==> config.mk <==
export PLATFORM = sky130hd
export DESIGN_NAME = boot_prom_seq
export DESIGN_NICKNAME = d
export VERILOG_FILES = /design/src/rtl/bprom_pkg.sv /design/src/rtl/bprom_cfg.sv /design/src/rtl/bprom_check.sv /design/src/rtl/bprom_pack.sv /design/src/rtl/boot_prom_seq.sv
export SDC_FILE = /design/constraint.sdc
export NUM_CORES = 1
export LEC_CHECK = 0
export BUFFER_PORTS_ARGS = -buffer_cell sky130_fd_sc_hd__buf_2
export CAP_MARGIN = 30
export CORE_MARGIN = 10
export CORE_UTILIZATION = 40
export DETAILED_ROUTE_END_ITERATION = 10
export GPL_TIMING_DRIVEN = 0
export PLACE_DENSITY_LB_ADDON = 0.2
export RECOVER_POWER = 25
export SYNTH_ARGS = -nofsm -noshare
export SYNTH_HDL_FRONTEND = slang
export SYNTH_SLANG_ARGS = --single-unit
==> constraint.sdc <==
create_clock -name clk -period 2.18 [get_ports clk]
set_input_delay 0.327 -clock clk [delete_from_list [all_inputs] [get_ports clk]]
set_output_delay 0.327 -clock clk [all_outputs]
set_load 0.05 [all_outputs]
==> src/rtl/bprom_pkg.sv <==
package bprom_pkg;

    typedef enum logic [1:0] {
        ST_IDLE,
        ST_DECODE,
        ST_ACCESS,
        ST_RESP
    } seq_state_t;

    localparam logic [1:0] SZ_BYTE = 2'd0;
    localparam logic [1:0] SZ_HALF = 2'd1;

    // Index of the final beat for a request.
    function automatic logic [1:0] last_beat(input logic narrow, input logic wr,
                                             input logic [1:0] sz);
        logic [1:0] r;
        if (!narrow || wr) begin
            r = 2'd0;
        end else begin
            unique case (sz)
                SZ_BYTE: r = 2'd0;
                SZ_HALF: r = 2'd1;
                default: r = 2'd3;
            endcase
        end
        return r;
    endfunction

endpackage

==> src/rtl/bprom_cfg.sv <==
module bprom_cfg #(
    parameter int SW   = 3,
    parameter int WS_W = 4
) (
    input  logic            clk,
    input  logic            rst_n,
    input  logic            cfg_wr,
    input  logic [SW-1:0]   size_d,
    input  logic [WS_W-1:0] ws_d,
    output logic [SW-1:0]   size_q,
    output logic [WS_W-1:0] ws_q
);

    always_ff @(posedge clk or negedge rst_n) begin
        if (!rst_n) begin
            size_q <= '0;
            ws_q   <= '1;
        end else if (cfg_wr) begin
            size_q <= size_d;
            ws_q   <= ws_d;
        end
    end

    p_cfg_load_r8: assert property (@(posedge clk) disable iff (!rst_n)
        cfg_wr |=> (size_q == $past(size_d)) && (ws_q == $past(ws_d)));

endmodule

==> src/rtl/bprom_check.sv <==
module bprom_check
    import bprom_pkg::*;
#(
    parameter int AW       = 24,
    parameter int SW       = 3,
    parameter int MIN_LOG2 = 17
) (
    input  logic [AW-1:0] addr,
    input  logic          ext,
    input  logic          wr,
    input  logic [1:0]    size,
    input  logic          narrow,
    input  logic          wr_ok,
    input  logic [SW-1:0] cfg_size,
    output logic          deny
);

    logic in_window;
    logic bad_write;

    always_comb begin
        in_window = ((addr >> (MIN_LOG2 + int'(cfg_size))) == '0);
        bad_write = wr && (!wr_ok || (narrow && (size != SZ_BYTE)));
        deny      = bad_write || (!ext && !in_window);
    end

endmodule

==> src/rtl/bprom_pack.sv <==
module bprom_pack #(
    parameter int DW = 32,
    parameter int CW = 8
) (
    input  logic             clk,
    input  logic             rst_n,
    input  logic             clear,
    input  logic             cap,
    input  logic             narrow,
    input  logic [1:0]       lane,
    input  logic [DW+CW-1:0] din,
    output logic [DW-1:0]    word_q,
    output logic [CW-1:0]    chk_q
);

    localparam int LANES = DW / 8;

    for (genvar g = 0; g < LANES; g++) begin : g_lane
        always_ff @(posedge clk or negedge rst_n) begin
            if (!rst_n) begin
                word_q[8*g +: 8] <= '0;
            end else if (clear) begin
                word_q[8*g +: 8] <= '0;
            end else if (cap) begin
                if (!narrow) begin
                    word_q[8*g +: 8] <= din[8*g +: 8];
                end else if (int'(lane) == LANES - 1 - g) begin
                    word_q[8*g +: 8] <= din[7:0];
                end
            end
        end
    end

    always_ff @(posedge clk or negedge rst_n) begin
        if (!rst_n) begin
            chk_q <= '0;
        end else if (clear) begin
            chk_q <= '0;
        end else if (cap && !narrow) begin
            chk_q <= din[DW +: CW];
        end
    end

    p_lane_fill_r2: assert property (@(posedge clk) disable iff (!rst_n)
        (cap && !clear && narrow && lane == 2'd0) |=> (word_q[DW-1 -: 8] == $past(din[7:0])));

    p_wide_take_r4: assert property (@(posedge clk) disable iff (!rst_n)
        (cap && !clear && !narrow) |=> (word_q == $past(din[DW-1:0])) && (chk_q == $past(din[DW +: CW])));

endmodule

==> src/rtl/boot_prom_seq.sv <==
module boot_prom_seq
    import bprom_pkg::*;
#(
    parameter int AW       = 24,
    parameter int WS_W     = 4,
    parameter int MIN_LOG2 = 17
) (
    input  logic            clk,
    input  logic            rst_n,
    input  logic            cfg_wr,
    input  logic [2:0]      cfg_size_d,
    input  logic [WS_W-1:0] cfg_ws_d,
    input  logic            byte_mode_n,
    input  logic            wr_en_n,
    input  logic            req_valid,
    output logic            req_ready,
    input  logic            req_ext,
    input  logic            req_write,
    input  logic [1:0]      req_size,
    input  logic [AW-1:0]   req_addr,
    input  logic [31:0]     req_wdata,
    output logic            resp_done,
    output logic            resp_err,
    output logic [31:0]     resp_rdata,
    output logic [7:0]      resp_chk,
    output logic [AW-1:0]   mem_addr,
    output logic            mem_cs,
    output logic            mem_oe,
    output logic            mem_we,
    output logic [31:0]     mem_wdata,
    input  logic [39:0]     mem_rdata,
    input  logic            ext_rdy
);

    localparam int DW = 32;
    localparam int CW = 8;
    localparam int SW = 3;

    seq_state_t      state_q, state_d;
    logic [WS_W-1:0] wcnt_q, wcnt_d;
    logic [1:0]      bcnt_q, bcnt_d;
    logic [1:0]      last_q, last_d;
    logic [AW-1:0]   base_q, base_d;
    logic            ext_q, ext_d;
    logic            wr_q, wr_d;
    logic            nar_q, nar_d;
    logic            err_q, err_d;
    logic [1:0]      size_q, size_d;
    logic [DW-1:0]   wdata_q, wdata_d;

    logic [SW-1:0]   size_cfg;
    logic [WS_W-1:0] ws_cfg;
    logic            deny;
    logic            beat_end;
    logic            cap;
    logic            clear;
    logic [AW-1:0]   aligned;

    bprom_cfg #(.SW(SW), .WS_W(WS_W)) u_cfg (
        .clk    (clk),
        .rst_n  (rst_n),
        .cfg_wr (cfg_wr),
        .size_d (cfg_size_d),
        .ws_d   (cfg_ws_d),
        .size_q (size_cfg),
        .ws_q   (ws_cfg)
    );

    bprom_check #(.AW(AW), .SW(SW), .MIN_LOG2(MIN_LOG2)) u_check (
        .addr     (base_q),
        .ext      (ext_q),
        .wr       (wr_q),
        .size     (size_q),
        .narrow   (nar_q),
        .wr_ok    (!wr_en_n),
        .cfg_size (size_cfg),
        .deny     (deny)
    );

    bprom_pack #(.DW(DW), .CW(CW)) u_pack (
        .clk    (clk),
        .rst_n  (rst_n),
        .clear  (clear),
        .cap    (cap),
        .narrow (nar_q),
        .lane   (mem_addr[1:0]),
        .din    (mem_rdata),
        .word_q (resp_rdata),
        .chk_q  (resp_chk)
    );

    // Start address: in byte-wide mode reads begin at the aligned lane 0 of their unit.
    always_comb begin
        aligned = req_addr;
        if (!byte_mode_n) begin
            aligned[1] = (req_size == SZ_BYTE || req_size == SZ_HALF) ? req_addr[1] : 1'b0;
            aligned[0] = (req_size == SZ_BYTE) ? req_addr[0] : 1'b0;
        end
    end

    assign beat_end = (wcnt_q == '0) && (!ext_q || ext_rdy);
    assign cap      = (state_q == ST_ACCESS) && beat_end && !wr_q;
    assign clear    = (state_q == ST_IDLE) && req_valid;

    // Next-state process.
    always_comb begin
        state_d = state_q;
        wcnt_d  = wcnt_q;
        bcnt_d  = bcnt_q;
        last_d  = last_q;
        base_d  = base_q;
        ext_d   = ext_q;
        wr_d    = wr_q;
        nar_d   = nar_q;
        err_d   = err_q;
        size_d  = size_q;
        wdata_d = wdata_q;
        unique case (state_q)
            ST_IDLE: begin
                if (req_valid) begin
                    state_d = ST_DECODE;
                    base_d  = aligned;
                    ext_d   = req_ext;
                    wr_d    = req_write;
                    nar_d   = !byte_mode_n;
                    size_d  = req_size;
                    wdata_d = req_wdata;
                    err_d   = 1'b0;
                    bcnt_d  = '0;
                end
            end
            ST_DECODE: begin
                err_d   = deny;
                wcnt_d  = ws_cfg;
                bcnt_d  = '0;
                last_d  = last_beat(nar_q, wr_q, size_q);
                state_d = deny ? ST_RESP : ST_ACCESS;
            end
            ST_ACCESS: begin
                if (wcnt_q != '0) begin
                    wcnt_d = wcnt_q - 1'b1;
                end else if (beat_end) begin
                    if (bcnt_q == last_q) begin
                        state_d = ST_RESP;
                    end else begin
                        bcnt_d = bcnt_q + 2'd1;
                        wcnt_d = ws_cfg;
                    end
                end
            end
            ST_RESP: state_d = ST_IDLE;
            default: state_d = ST_IDLE;
        endcase
    end

    // State register process.
    always_ff @(posedge clk or negedge rst_n) begin
        if (!rst_n) begin
            state_q <= ST_IDLE;
            wcnt_q  <= '0;
            bcnt_q  <= '0;
            last_q  <= '0;
            base_q  <= '0;
            ext_q   <= 1'b0;
            wr_q    <= 1'b0;
            nar_q   <= 1'b0;
            err_q   <= 1'b0;
            size_q  <= '0;
            wdata_q <= '0;
        end else begin
            state_q <= state_d;
            wcnt_q  <= wcnt_d;
            bcnt_q  <= bcnt_d;
            last_q  <= last_d;
            base_q  <= base_d;
            ext_q   <= ext_d;
            wr_q    <= wr_d;
            nar_q   <= nar_d;
            err_q   <= err_d;
            size_q  <= size_d;
            wdata_q <= wdata_d;
        end
    end

    // Output process.
    always_comb begin
        req_ready = (state_q == ST_IDLE);
        resp_done = (state_q == ST_RESP);
        resp_err  = (state_q == ST_RESP) && err_q;
        mem_cs    = (state_q == ST_ACCESS) && !ext_q;
        mem_oe    = (state_q == ST_ACCESS) && !wr_q;
        mem_we    = (state_q == ST_ACCESS) && wr_q;
        mem_addr  = base_q | AW'(bcnt_q);
        mem_wdata = nar_q ? {24'h0, wdata_q[7:0]} : wdata_q;
    end

    p_decode_quiet_r1: assert property (@(posedge clk) disable iff (!rst_n)
        $past(req_valid && req_ready) |-> (!mem_cs && !mem_oe && !mem_we));

    p_err_quiet_r5: assert property (@(posedge clk) disable iff (!rst_n)
        (resp_done && resp_err) |-> $past(!mem_cs && !mem_oe && !mem_we));

    p_we_gate_r5: assert property (@(posedge clk) disable iff (!rst_n)
        $rose(mem_we) |-> $past(!wr_en_n));

    p_cs_range_r7: assert property (@(posedge clk) disable iff (!rst_n)
        $rose(mem_cs) |-> $past((mem_addr >> (MIN_LOG2 + int'(size_cfg))) == '0));

    p_done_pulse_r10: assert property (@(posedge clk) disable iff (!rst_n)
        resp_done |=> (!resp_done && req_ready));

endmodule

## Yosys cells after proc, flatten, opt, wreduce, memory -nomap -nowiden

Index checks and enable logic that the tools add are counted.

| storage, ports and cells | value |
|---|---|
| bits in registers | 119 |
| input bits | 114 |

| cells by class | value |
|---|---|
| shift-type cells | 1 |
| reduce and logical (&&, ||, !) cells | 44 |
| multiplexer cells | 41 |
| equality and inequality tests | 20 |
| add/subtract/negate cells | 3 |
| bitwise logic cells | 1 |

Operator list:

| cell | number |
|---|---|
| 8-bit 2-to-1 mux | 18 |
| 32-bit 2-to-1 mux | 1 |
| 24-bit by 32-bit >> shifter with 24-bit output | 1 |
| 24-bit logical NOT | 1 |
| 24-bit by 2-bit bitwise OR with 24-bit output | 1 |
| 2-bit 2-to-1 mux | 10 |
| 1-bit logical AND | 12 |
| 4-bit 2-to-1 mux | 3 |
| 3-bit by 1-bit inequality test with 1-bit output, second input constant | 4 |
| 2-bit AND reduction | 6 |
| 2-bit nonzero test | 5 |
| 2-bit by 1-bit == test with 1-bit output, second input constant | 4 |
| 2-bit == test, second input constant | 4 |
| 2-bit logical NOT | 4 |
| 2-bit inequality test, second input constant | 4 |
| 2-bit one-hot mux with 4 select lines | 1 |
| 4-bit one-hot mux with 2 select lines | 1 |
| 5-bit by 3-bit adder with 6-bit output, first input constant | 1 |
| 2-bit one-hot mux with 3 select lines | 1 |
| 1-bit logical NOT | 5 |
| 1-bit logical OR | 5 |
| 5-bit AND reduction | 1 |
| 4-bit logical NOT | 1 |
| 1-bit 2-to-1 mux | 4 |
| other kinds (12) | 12 |

## Depth between registers and ports, before layout

Gate-level depths: netlist of run 1.

| logic depth | value |
|---|---|
| depth after elaboration | 8 |
| gate-level depth with buffers | 8 |
| depth with buffers taken out | 7 |

## Hierarchy

A second synthesis of run 1 with hierarchy kept.

| second synthesis, totals | value |
|---|---|
| cell total of the unflattened synthesis | 505 |
| area, all modules | 5,924.4 sq um |

Modules (own cells, without submodules):

| module | times used | seq. area each (sq um) | cells each | area an instance (sq um) |
|---|---|---|---|---|
| boot_prom_seq | 1 | 1,801.7 | 290 | 3,505.9 |
| bprom_pack | 1 | 1,001.0 | 185 | 2,034.5 |
| bprom_cfg | 1 | 180.2 | 15 | 296.5 |
| bprom_check | 1 | 0.0 | 15 | 87.6 |

## Worst setup path after synthesis of run 1

OpenSTA, ideal clock, no wires.

| timing path | value |
|---|---|
| kind | register -> register |
| from | register state_q[0] |
| to | register u_pack.word_q[10] |
| path buffers | 3 |
| cell stages (with the launch flop) | 8 |
| arrival | 2,099 ps |
| setup time | 140 ps |
| setup slack | -59 ps |
| path through | dfrtp_1 inv_1 ha_1 and2_1 clkbuf_1 clkbuf_1 clkbuf_1 o31ai_1 |

| between the ends | value |
|---|---|
| elaborated cells on any way between the ends | 9 |
| those cells by class | eq/ne (2); mux (1); reduce/logical (6) |

RTL lines:

| element | line | text |
|---|---|---|
| start, declared | boot_prom_seq.sv:39 | `seq_state_t state_q, state_d;` |
| start signal, assigned | boot_prom_seq.sv:171 | `state_q <= state_d;` |
| 2-bit logical NOT (*) | - |  |
| via req_ready | boot_prom_seq.sv:16 | `output logic req_ready,` |
| 1-bit logical AND (*) | boot_prom_seq.sv:103 | `assign clear = (state_q == ST_IDLE) && req_valid;` |
| 3-bit by 1-bit inequality test with 1-bit output (no source line) / 2-bit nonzero test (equally long branches) | - |  |
| 2-bit AND reduction (no source line) | - |  |
| end signal, assigned by index | bprom_pack.sv:26 | `word_q[8*g +: 8] <= din[8*g +: 8];` |
| end signal, assigned by index | bprom_pack.sv:28 | `word_q[8*g +: 8] <= din[7:0];` |
| end, declared | bprom_pack.sv:12 | `output logic [DW-1:0] word_q,` |

Mark *: on every way through the listed nets, which the timed path passes. The rest lies on a longest branch.
A chain may end at the register's enable or synchronous reset.

## Final worst setup path of run 1

| timing path | value |
|---|---|
| from | register wcnt_q[1] |
| to | register u_pack.word_q[14] |

| between the ends | value |
|---|---|
| word-level cells in the longest chain between the ends | 6 |

Ends and longest elaborated chain:

| element | line | text |
|---|---|---|
| start, declared | boot_prom_seq.sv:40 | `logic [WS_W-1:0] wcnt_q, wcnt_d;` |
| start signal, assigned | boot_prom_seq.sv:172 | `wcnt_q <= wcnt_d;` |
| 4-bit logical NOT | boot_prom_seq.sv:101 | `assign beat_end = (wcnt_q == '0) && (!ext_q \|\| ext_rdy);` |
| 1-bit logical AND | boot_prom_seq.sv:101 |  |
| 1-bit logical AND (2 in series) | boot_prom_seq.sv:102 | `assign cap = (state_q == ST_ACCESS) && beat_end && !wr_q;` |
| 2-bit nonzero test (no source line) | - |  |
| 2-bit AND reduction (no source line) | - |  |

Every way passes these cells.

==> results_dict.tcl, run 1 <==
set metrics [dict create \
    peakVddDrop_uv 901.0 \
    rows 43 \
    core_area_um2 13830 \
    grt_pass1_vias 5248 \
    synthAdderAreaFrac_pct 1.115 \
    remaining_drc_errors 0 \
    critical_path_required_ns 2.48 \
    rsz0062_at_grt "yes" \
    place.gp.congestion 0.8129 \
    muxShareOfSynthArea_pct 5.864 \
    placed_area_um2 6944 \
    pre_cts_ws_ns -0.3291 \
    clockRootBuffer "clkbuf_16" \
    avgSynthCellArea_um2 9.080 \
    cellLeakagePower_nw 4.207 \
    avgRoutedWirePerCell_um 16.64 \
    portBuffers 214 \
    diodes 0 \
    crit_path_start_kind "register" \
    ys_types 41 \
    end_kind "register" \
    setup_viol 0 \
    vias 5063 \
    grt_usage_pct 17.70 \
    grt_max_degree 65 \
    synth_most_common_cell "nand2_1" \
    worstReg2RegStart "wcnt_q[1]$_DFFE_PN0P_" \
    vias_per_cell 4.831 \
    netlist.area_leader.share_pct 51.28 \
    clockBufferDepth 2 \
    ys_seq_elements 119 \
    maxSlewViolCount 0 \
    cts.sinks 119 \
    run_status "complete, no violations" \
    cap_violations 0 \
    dp_hpwl_um 13290 \
    grt_pass1_wl_um 27560 \
    ys.flop_type "dfrtp_1" \
    final_area_um2 7730 \
    netlist_area_um2 5612 \
    drive_gt1_share_pct 37.67 \
    power.density_nw_per_um2 1852 \
    grt_overflow 0 \
    antenna_found_initial 0 \
    fp.dieW_um 138.4 \
    cts_tree "yes" \
    yosys.area_share.xor_xnor_pct 0.3122 \
    cts_buffers 17 \
    skew_ns 0.006316 \
    tightest_slew_ns 1.459 \
    synthToLayoutAreaGrowth_pct 37.75 \
    crit_type "reg2reg" \
    final_antenna_net_count 0 \
    start_util_pct 40.58 \
    yosys.area_share.simple_pct 21.67 \
    post-route-period-util_pct 98.33 \
    h-tree-depth 4 \
    insertion_delay_ns 0.41 \
    p_total_mw 14.31 \
    period_needed_ns 2.143 \
    async_flop_share_pct 100.0 \
    fin_tns_setup_ns 0 \
    synth_fp_nets 737 \
    hold_viol 0 \
    drt-initial-drc-count 313 \
    synthTopCellsByCount "nand2_1 (239), dfrtp_1 (115), o21ai_0 (37)" \
    synth-compound-area-share_pct 10.30 \
    layout.nets 975 \
    die-area_um2 19170 \
    die_h_um 138.4 \
    drt_wl_total_um 17440 \
    startpoint "wcnt_q[1]$_DFFE_PN0P_" \
    yosysSeqAreaShare_pct 53.15 \
    fmax_mhz 466.5 \
    boundaryPins 216 \
    synth_top_cell_by_area "dfrtp_1" \
    synth_edf_count 0 \
    synthTopCellsByArea "dfrtp_1 (51%), nand2_1 (16%), mux2i_1 (4.5%)" \
    yosys_warnings 0 \
    hold_path_class "in2reg" \
    worstHoldStart "req_wdata[22]" \
    maxSlewHeadroom_pct 2.711 \
    cp.arrival_ns 2.45 \
    fin_ws_ns 0.03651 \
    crit_fanout 8 \
    synth_top_family_by_area "simple AND/OR/NAND/NOR gates" \
    cts.reportedPaths.clkPinSlew_ns 0.05 \
    firstDrtPassIters 5 \
    syn_inst 618 \
]
[path summary, 6_finish.rpt]
check                           depth (start not counted)  slack [ns]                       endpoint
worst max-delay path                                    8        0.04  u_pack.word_q[14]$_DFFE_PN0P_
worst min-delay path                                    3        0.11        wdata_q[22]$_DFFE_PN0P_
worst max register to register                          8        0.04  u_pack.word_q[14]$_DFFE_PN0P_
worst min register to register                          2        0.47        wdata_q[27]$_DFFE_PN0P_
max in group asynchronous                               3        0.41      u_cfg.ws_q[3]$_DFFE_PN1P_
min in group asynchronous                               2        0.80          wcnt_q[1]$_DFFE_PN0P_
[cell usage in the layout, fill, tap and decap left out, types with 3 or more instances in the layout]
cell / Yosys / layout
nor2_1: 14 / 14
buf_2: 1 / 216
buf_6: 3 / 6
dfrtp_1: 115 / 115
clkinv_2: 0 / 3
bufinv_16: 0 / 4
a21oi_1: 10 / 5
a21oi_4: 0 / 5
nor2b_1: 26 / 26
clkbuf_16: 0 / 17
inv_1: 15 / 14
buf_4: 30 / 32
clkbuf_8: 0 / 5
nand2_1: 239 / 239
o31ai_1: 25 / 22
o21ai_0: 37 / 37
o31ai_2: 1 / 4
nor3_1: 4 / 4
ha_2: 0 / 3
clkbuf_2: 0 / 11
clkbuf_1: 26 / 12
mux2i_1: 25 / 25
o21bai_1: 3 / 3
mux2_2: 7 / 7
[through the flow]
step	hold slack, ns	utilization (%)	cells
after floorplan	0.03141	-	618
after global placement	0.4514	49.98	1012
after detailed placement	0.3272	50.22	1013
after CTS	0.08939	55.01	1045
after global routing	0.09535	55.90	1048
final	0.1078	55.90	1048
[timing repair]
| item | 4_1_cts | 5_1_grt |
|---|---|---|
| setup buffers | 0 | 3 |
| setup endpoints to repair | 119 | 116 |
| gates resized for setup | 9 | 42 |
| hold buffers | 1 | 0 |
| gates cloned | 0 | 1 |
| pin swaps | 0 | 3 |
| endpoints found under the hold margin | 55 | 0 |
[registers in the layout (all words and copies together), names as in the netlist]
register       flops
u_cfg.size_q       3
ext_q              1
size_q             2
state_q            2
base_q            24
wcnt_q             4
err_q              1
wr_q               1
u_pack.word_q     32
nar_q              1
u_pack.chk_q       8
last_q             2
u_cfg.ws_q         4
wdata_q           32
bcnt_q             2
[cell families (layout without fill, tap and decap cells)]
family / count (synthesis) / in the layout
AO/OA/AOI/OAI: 90 / 90
XOR/XNOR: 2 / 2
AND/OR/NAND/NOR: 293 / 293
buffers and inverters: 77 / 327
adder cells (fa/ha/maj): 5 / 5
flip-flops: 119 / 119
multiplexers: 32 / 32
[report_power, final]
part	internal [mW]	leakage, nW	switching, mW
registers	3.17	1.49	0.569
logic	2.15	2.41	5.42
clock network	2.05	0.315	0.952
total	7.38	4.21	6.94
[metal layers]
| metal | routed length, µm | track usage (%) |
|---|---|---|
| met5 | 0 | 0 |
| met4 | 285 | 6.049 |
| met2 | 8728 | 29.77 |
| met3 | 1279 | 6.404 |
| met1 | 7143 | 20.37 |
[critical path: stages, from the launching register on]
cell     delay, ns
dfrtp_1       0.39
inv_2         0.06
ha_2          0.17
or3b_4        0.43
nor4_4        0.27
buf_6         0.20
a21oi_4       0.11
buf_6         0.17
o31ai_2       0.23
[layout make-up]
| type | instances | area, µm² |
|---|---|---|
| plain buffers | 60 | 395.4 |
| clock buffers | 23 | 498.0 |
| clock inverters | 8 | 142.6 |
| fillers | 1269 | 6097 |
| inverters | 16 | 60.06 |
| multi-input cells | 422 | 2283 |
| flip-flops and latches | 119 | 2983 |
| well taps | 180 | 225.2 |
| repair buffers | 220 | 1142 |
(Power assumes the default switching activity.)
==> run 2, diff against run 1 <==
- clock period: 2.18 -> 2.6 ns (I/O delays scaled with it)
==> results_dict.tcl, run 2 (synthesis results as in run 1) <==
set metrics [dict create \
    drt-initial-drc-count 178 \
    clockRootBuffer "clkbuf_16" \
    peakVddDrop_uv 763.9 \
    dp_hpwl_um 13130 \
    vias 5001 \
    grt_pass1_vias 5269 \
    crit_type "reg2out" \
    grt_pass1_wl_um 28180 \
    remaining_drc_errors 0 \
    fp.dieW_um 138.4 \
    final_antenna_net_count 0 \
    boundaryPins 216 \
    cts_tree "yes" \
    core_area_um2 13830 \
    maxSlewViolCount 63 \
    firstDrtPassIters 5 \
    period_needed_ns 2.379 \
    synthToLayoutAreaGrowth_pct 34.76 \
    nFillCells 1310 \
    r2r-end "u_pack.chk_q[7]$_DFFE_PN0P_" \
    post-route-period-util_pct 91.51 \
    vias_per_cell 4.781 \
    end_kind "primary output" \
    antenna_found_initial 0 \
    run_status "finished, violations left" \
    crit_fanout 10 \
    place_inst 1013 \
    rows 43 \
    diodes 0 \
    cts.sinks 119 \
    portBuffers 214 \
    violations "capacitance limit, slew limit" \
    power.density_nw_per_um2 1558 \
    place.gp.congestion 0.7986 \
    drt_wl_total_um 17160 \
    crit_path_start_kind "register" \
    hold_viol 0 \
    whs_ns 0.1638 \
    grt_overflow 0 \
    layout.nets 972 \
    ff2ff_setup_slack_ns 0.26 \
    fin_ws_ns 0.2207 \
    fmax_mhz 420.3 \
    cts_buffers 17 \
    worstReg2RegStart "state_q[0]$_DFFE_PN0P_" \
    start_util_pct 40.58 \
    drive_gt1_share_pct 34.64 \
    grt_usage_pct 18.03 \
    setup_viol 0 \
    cap_violations 1 \
    final_common_cell "nand2_1" \
    r2r_cells 7 \
    avgRoutedWirePerCell_um 16.41 \
    cellLeakagePower_nw 4.105 \
    top_regs "u_pack.word_q (32), wdata_q (32), base_q (24)" \
    cts.reportedPaths.clkPinSlew_ns 0.05 \
    rsz0062_at_grt "no" \
    crit_end "mem_wdata[8]" \
    cp.arrival_ns 1.99 \
    insertion_delay_ns 0.41 \
    maxSlewHeadroom_pct -6.200 \
    grt_max_degree 63 \
    tightest_slew_ns 1.593 \
    layout_common_cells "nand2_1 (239), buf_2 (214), dfrtp_1 (115)" \
    post_layout_nonfiller_instances 1046 \
    die-area_um2 19170 \
    post-cts-setup-buffers 0 \
    startpoint "nar_q$_DFFE_PN0P_" \
    pre_cts_ws_ns 0.05111 \
    h-tree-depth 4 \
    clockBufferDepth 2 \
    skew_ns 0.005440 \
    critical_path_required_ns 2.21 \
    hold_path_class "in2reg" \
    p_total_mw 11.78 \
    die_h_um 138.4 \
]
## run 2: cell count changes in the layout (fill, tap and decap cells not counted), sizes merged
cell,previous run,this run
buf,255,249
clkinvlp,1,5
clkinv,3,4
clkbuf,47,46
## run 2: critical path, stage by stage, from the launching register on
cell      delay, ns
dfrtp_1        0.34
clkbuf_1       0.34
buf_1          0.51
nor2b_1        0.13
buf_2          0.25
## run 2: how the worst min path moves through the flow
| stage | startpoint | endpoint | slack, ns | depth (start not counted) |
|---|---|---|---|---|
| 6_report | req_wdata[6] | wdata_q[6]$_DFFE_PN0P_ | 0.16 | 3 |
| 5_1_grt | req_wdata[4] | wdata_q[4]$_DFFE_PN0P_ | 0.15 | 3 |
| 4_1_cts | req_wdata[3] | wdata_q[3]$_DFFE_PN0P_ | 0.15 | 3 |
| 3_5_place_dp | rst_n | wcnt_q[1]$_DFFE_PN0P_ | 0.42 | 1 |
| 2_1_floorplan | rst_n | base_q[0]$_DFFE_PN0P_ | 0.09 | 0 |
| 3_3_place_gp | wdata_q[17]$_DFFE_PN0P_ | wdata_q[17]$_DFFE_PN0P_ | 0.45 | 2 |
## run 2: layout make-up
cell class | count | area (µm²) | share of cell area [%]
clock buffer | 19 | 452.9 | 5.989
sequential | 119 | 2983 | 39.44
clock inverter | 13 | 177.7 | 2.349
multi-input combinational | 422 | 2203 | 29.14
buffer | 61 | 367.9 | 4.864
timing repair buffer | 216 | 1092 | 14.44
tap | 180 | 225.2 | 2.978
inverter | 16 | 60.06 | 0.7942
## run 2: stage by stage
step                setup TNS [ns]  instance area [µm²]  utilization, %
global route                     0                 7562           54.69
detailed placement               0                 6942           50.20
floorplan                        0                 5612               -
CTS                              0                 7582           54.84
finish                           0                 7562           54.69
global placement            -44.56                 6908           49.96
## run 2: report_power, final
group / switching [mW] / internal (mW) / leakage [nW]
clock: 0.847 / 1.64 / 0.297
combinational: 4.45 / 1.70 / 2.32
sequential: 0.472 / 2.66 / 1.49
total: 5.77 / 6.01 / 4.11
## run 2: what timing repair did
action | CTS | global route
hold endpoints to repair | 35 | 0
hold buffers | 1 | 0
gates resized for setup | 0 | 4
setup endpoints to repair | 0 | 79
## run 2: layer usage
layer | GRT usage (%) | vias up | part of all wire, %
met3 | 5.959 | 13 | 6.8
met4 | 6.382 | 0 | 1.2
met1 | 20.86 | 2379 | 41
met5 | 0 | - | 0
met2 | 30.50 | 153 | 51
li1 | - | 2456 | -
